--- src/rtl/cbo_gate.sv ---
module cbo_gate #(
  parameter int ADDR_W    = 64,
  parameter int BLK_BYTES = 64
) (
  input  logic              clk,
  input  logic              rst_n,
  input  logic              req_valid,
  input  logic [1:0]        req_op,
  input  logic [1:0]        priv,
  input  logic              virt,
  input  logic [2:0]        m_en,
  input  logic [2:0]        h_en,
  input  logic [2:0]        s_en,
  input  logic [ADDR_W-1:0] req_addr,
  input  logic              load_ok,
  input  logic              store_ok,
  output logic              allow,
  output logic [4:0]        cause,
  output logic [ADDR_W-1:0] blk_addr,
  output logic [1:0]        probe_kind,
  output logic              res_valid,
  output logic              res_allow,
  output logic [4:0]        res_cause
);

  localparam int          OFF_W    = $clog2(BLK_BYTES);
  localparam logic [1:0]  PRIV_S   = 2'd1;
  localparam logic [1:0]  PRIV_M   = 2'd3;
  localparam logic [4:0]  C_ILL    = 5'd2;
  localparam logic [4:0]  C_VIRT   = 5'd22;
  localparam logic [4:0]  C_ST     = 5'd15;
  localparam logic [4:0]  C_ST_G   = 5'd23;
  localparam logic [1:0]  PK_NONE  = 2'd0;
  localparam logic [1:0]  PK_LOAD  = 2'd1;
  localparam logic [1:0]  PK_STORE = 2'd2;

  logic [1:0] op_idx;
  logic       m_bit, h_bit, s_bit;
  logic       m_fail, v_fail, s_fail, cfg_bad;
  logic [4:0] cfg_cause;
  logic       is_zero, mem_ok;

  assign op_idx = (req_op == 2'd0) ? 2'd0 : (req_op == 2'd3) ? 2'd2 : 2'd1;
  assign m_bit  = m_en[op_idx];
  assign h_bit  = h_en[op_idx];
  assign s_bit  = s_en[op_idx];

  assign m_fail = (priv < PRIV_M) && !m_bit;
  assign v_fail = virt && (((priv <= PRIV_S) && !h_bit) || ((priv < PRIV_S) && !s_bit));
  assign s_fail = (priv < PRIV_S) && !s_bit;

  assign cfg_bad   = m_fail || v_fail || s_fail;
  assign cfg_cause = m_fail ? C_ILL : v_fail ? C_VIRT : C_ILL;

  assign is_zero = (req_op == 2'd0);
  assign mem_ok  = is_zero ? store_ok : (load_ok || store_ok);

  assign blk_addr = req_addr & ~ADDR_W'(BLK_BYTES - 1);

  always_comb begin
    if (cfg_bad)                  probe_kind = PK_NONE;
    else if (is_zero || !load_ok) probe_kind = PK_STORE;
    else                          probe_kind = PK_LOAD;
  end

  assign allow = !cfg_bad && mem_ok;
  assign cause = cfg_bad ? cfg_cause : mem_ok ? 5'd0 : (virt ? C_ST_G : C_ST);

  always_ff @(posedge clk) begin
    if (!rst_n) begin
      res_valid <= 1'b0;
      res_allow <= 1'b0;
      res_cause <= 5'd0;
    end else begin
      res_valid <= req_valid;
      res_allow <= req_valid && allow;
      res_cause <= req_valid ? cause : 5'd0;
    end
  end

  assert_mlevel_R1: assert property (@(posedge clk) disable iff (!rst_n)
    (priv != PRIV_M && !m_en[op_idx]) |-> (!allow && cause == C_ILL));

  assert_mmode_R5: assert property (@(posedge clk) disable iff (!rst_n)
    (priv == PRIV_M) |-> (cause != C_ILL && cause != C_VIRT));

  assert_align_R7: assert property (@(posedge clk) disable iff (!rst_n)
    (blk_addr[OFF_W-1:0] == '0) && (blk_addr[ADDR_W-1:OFF_W] == req_addr[ADDR_W-1:OFF_W]));

  assert_zero_store_R8: assert property (@(posedge clk) disable iff (!rst_n)
    (allow && req_op == 2'd0) |-> (probe_kind == PK_STORE && store_ok));

  assert_mgmt_probe_R9: assert property (@(posedge clk) disable iff (!rst_n)
    (allow && req_op != 2'd0) |-> (load_ok || store_ok));

  assert_allow_clean_R10: assert property (@(posedge clk) disable iff (!rst_n)
    allow |-> (cause == 5'd0 && probe_kind != PK_NONE));

  assert_reg_copy_R11: assert property (@(posedge clk) disable iff (!rst_n)
    res_valid |-> (res_allow == $past(allow) && res_cause == $past(cause)));

endmodule

--- config.mk ---
export PLATFORM = sky130hd
export DESIGN_NAME = cbo_gate
export DESIGN_NICKNAME = d
export VERILOG_FILES = /design/src/rtl/cbo_gate.sv
export SDC_FILE = /design/constraint.sdc
export NUM_CORES = 1
export LEC_CHECK = 0
export ABC_AREA = 1
export BUFFER_PORTS_ARGS = -buffer_cell sky130_fd_sc_hd__buf_2
export CAP_MARGIN = 20
export CORE_AREA = 2 2 63 65
export DETAILED_ROUTE_END_ITERATION = 8
export DIE_AREA = 0 0 65 67
export HOLD_SLACK_MARGIN = 0.06
export PLACE_DENSITY = 0.9
export SYNTH_ARGS = -nofsm -noshare
export SYNTH_HDL_FRONTEND = slang
export SYNTH_SLANG_ARGS = --single-unit
--- constraint.sdc ---
create_clock -name clk -period 2.75 [get_ports clk]
set_input_delay 0.1375 -clock clk [delete_from_list [all_inputs] [get_ports clk]]
set_output_delay 0.1375 -clock clk [all_outputs]
set_load 0.02 [all_outputs]
==> flow_summary.rst <==
.. list-table::
   :header-rows: 1

   * - Metric
     - Value
   * - Final slew viol count
     - 0
   * - CTS buffer count
     - 3
   * - Initial antenna violation count
     - 0
   * - Die outline area
     - approximately 0.0044 sq mm
   * - Cell Rows
     - 22
   * - Maximum count of clock buffers along a single path
     - 2
   * - FFs w/ async S/R, synth
     - 0%
   * - Flop and latch count out of synthesis
     - 7
   * - Crit Path Class
     - in2out
   * - DP Cell Count
     - 160
   * - Routed WL
     - around 2.4 mm
   * - Synthesis-to-finish area growth
     - -18.82%
   * - Number of port buffers
     - 33
   * - Arrival time reported for the critical path endpoint
     - approximately 1.5 ns
   * - GR Util All Layers
     - approximately a tenth
   * - Area of the mapped netlist
     - between 0.001 and 0.0015 sq mm
   * - Buffers inserted during post-CTS setup optimization
     - 0
   * - Most used flip-flop cell after synthesis
     - dfxtp_1
   * - Hold Slack
     - about 0.23 ns
   * - Fraction of layout instances using a drive strength above 1
     - 48.28%
   * - I/O pins
     - roughly 160
   * - Tcrit/Tclk final
     - 61.18%
   * - Portion of the post-synthesis area used by sequential elements
     - around 14%
   * - Status
     - completed
   * - Worst-path maximum fanout
     - 6
   * - Required time of the critical path
     - 2.61 ns
   * - Hold Vio Cnt, Final
     - 0
   * - Starting density of the core
     - 28.21%
   * - Clock tree from TritonCTS
     - done
   * - Placed cell areas
     - just under 800 sq um
   * - Design internal power
     - 253.1 uW
   * - Most frequent cell after synthesis
     - buf_4
   * - Max-Cap Viols
     - 0
   * - Psw
     - between 100 and 150 uW
   * - Cell area after layout
     - approximately 830 sq um
   * - Syn Area/Cell
     - approximately 7.4 sq um
   * - Sequential power share
     - 27.9%
   * - Count of cell types in the netlist
     - 19
   * - Setup Viol. Count Final
     - 0
   * - Static leakage power
     - between 0.0005 and 0.0006 uW
   * - Antenna-violating nets left
     - 0
   * - Peak VDD IR
     - 0.00008547 V
   * - Fmax
     - around 590 MHz
   * - Share of Yosys cell area claimed by the top area cell type
     - a little under half
   * - Router iterations before antenna repair
     - 4
   * - Root buffer selected by CTS
     - clkbuf_8
   * - Cell family with most CP delay
     - buffers and inverters
   * - Synthesis warning total
     - 0
   * - Fin Setup TNS
     - 0 ns
   * - Number of sinks driven by the clock tree
     - 7
   * - DR vias/cell
     - slightly below 4
   * - Min-delay worst type
     - in2reg
   * - Cell with the largest stage delay on the worst path
     - ha_1
   * - Area leader, netlist
     - buf_4
   * - Cell Chain, Critical Path
     - buf_2, inv_1, ha_1, inv_2, nand3_1, nand2_1, inv_1, nand2_2, nand2_4, inv_6, nand2_2, a21oi_2, buf_2
   * - Antenna fix cells
     - 0
   * - Number of global-route vias before repair
     - between 600 and 700
   * - Leading post-synthesis cells by cell area
     - buf_4 47%, dfxtp_1 14%, inv_1 6.3%
   * - Switching Fraction
     - between 30% and 40%
   * - Setup slack after placement
     - 1.049 ns
   * - Pwr Density
     - 466.3 mW/mm^2
   * - Wire length per cell
     - between 10 and 15 um
   * - CTS clock-pin slew for the worst setup and hold paths
     - around 0.04 ns
   * - Global-route wire length before repair
     - ~3.2 mm
   * - Synth Instances
     - 138
   * - Setup repair after global routing missed its margin
     - no
   * - Slowest stage delay, CP
     - 0.35 ns
   * - Final critical path time including I/O delays and setup
     - around 1.7 ns
   * - Global route total overflow
     - 0
   * - GP Congestion
     - between 0.6 and 0.7
   * - Number of synthesized flops with an enable pin
     - 0
   * - Number of cells on the worst hold path
     - 4
   * - Setup crit start kind
     - input port
   * - CP endpoint kind
     - output port
   * - Largest net degree at the start of global routing
     - 7
   * - DR iter-0 viols
     - 8
   * - Most instantiated cells after synthesis
     - 64 x buf_4, 17 x inv_1, 15 x nand2_1
   * - Placed wire-length estimate
     - 2.236 mm
   * - Std-Cell Core Area
     - ~0.0036 sq mm
   * - Total number of H-tree levels
     - 1
   * - Worst Setup Slack, final
     - around 1.1 ns
   * - Share of total power in the clock network
     - 36.7%
   * - Number of standard cells in the layout, taps in and fillers out
     - about 160
   * - Total via count in the routed design
     - approximately 650
   * - Height of the chip
     - approximately 67 um
   * - Cts repair resizes
     - 0
   * - Count of buffer and inverter cells on the critical path
     - 6
   * - CTS hold repair buffers
     - 0
   * - Residual DRC
     - 0
   * - Worst path depth
     - 13
   * - Proportion of power drawn by combinational gates
     - between 30 and 40%
   * - Width of the chip
     - 65 um
   * - Final-stage net count
     - 202
final timing paths:
check,start,to,slack [ns]
worst max-delay path,req_op[0],probe_kind[1],1.07
worst min-delay path,store_ok,res_cause[0],0.23
per-stage QoR:
stage                     util, %  total power (uW)
after global routing        22.90             405.5
after detailed placement    21.65             247.6
after floorplan                 -             336.3
after global placement      21.65             245.1
final                       22.90             385.1
after CTS                   22.90             390.7
worst min-delay path, stage by stage:
cell and delay (ns):
buf_2 0.10, a21oi_4 0.05, nand3_4 0.09, nor2_1 0.04
power by group through the flow:
stage	logic, uW	clock network, uW	registers, uW
global placement	136	0	109
detailed placement	139	0	109
global route	150	148	107
CTS	139	145	107
finish	137	141	107
floorplan	221	0	115
cells in the final DEF (no fill, tap or decap), types with 2 or more instances in the layout:
cell type,count
nand2_1,15
nand3_1,5
conb_1,6
clkbuf_8,3
nand2_2,3
inv_1,17
nand3_2,3
nor2_1,5
nand2_4,4
dfxtp_1,7
buf_2,33
a21oi_2,2
nand3_4,2
ha_1,2
inv_2,3
sequential cells by signal, summed over array words and instances (netlist names):
| register | flops |
|---|---|
| res_cause | 5 |
| res_allow | 1 |
| res_valid | 1 |
logic make-up (layout without fill, tap and decap cells):
family	count (synthesis)	in the layout	synth area share, %
DFF	7	7	13.78
AOI/OAI and AO/OA	4	4	3.813
other	1	6	0.3686
and+or+nand+nor	39	39	24.11
adders and majority gates	2	2	2.460
buffers and inverters	85	58	55.47
cell type report:
type	count	area, sq um
Clock buffer	4	45.04
Fill cell	416	2780
Inverter	21	83.83
Multi-Input combinational cell	51	331.6
Sequential cell	7	140.1
Tap cell	48	60.06
Timing Repair Buffer	33	165.2
per-layer routing:
metal | vias up | part of all wire (%) | global-route usage [%]
met4 | 0 | 6.8 | 8.777
li1 | 296 | - | -
met2 | 81 | 49 | 19.33
met1 | 258 | 17 | 4.125
met5 | - | 0 | 0
met3 | 17 | 27 | 12.16
(Power assumes the default switching activity.)
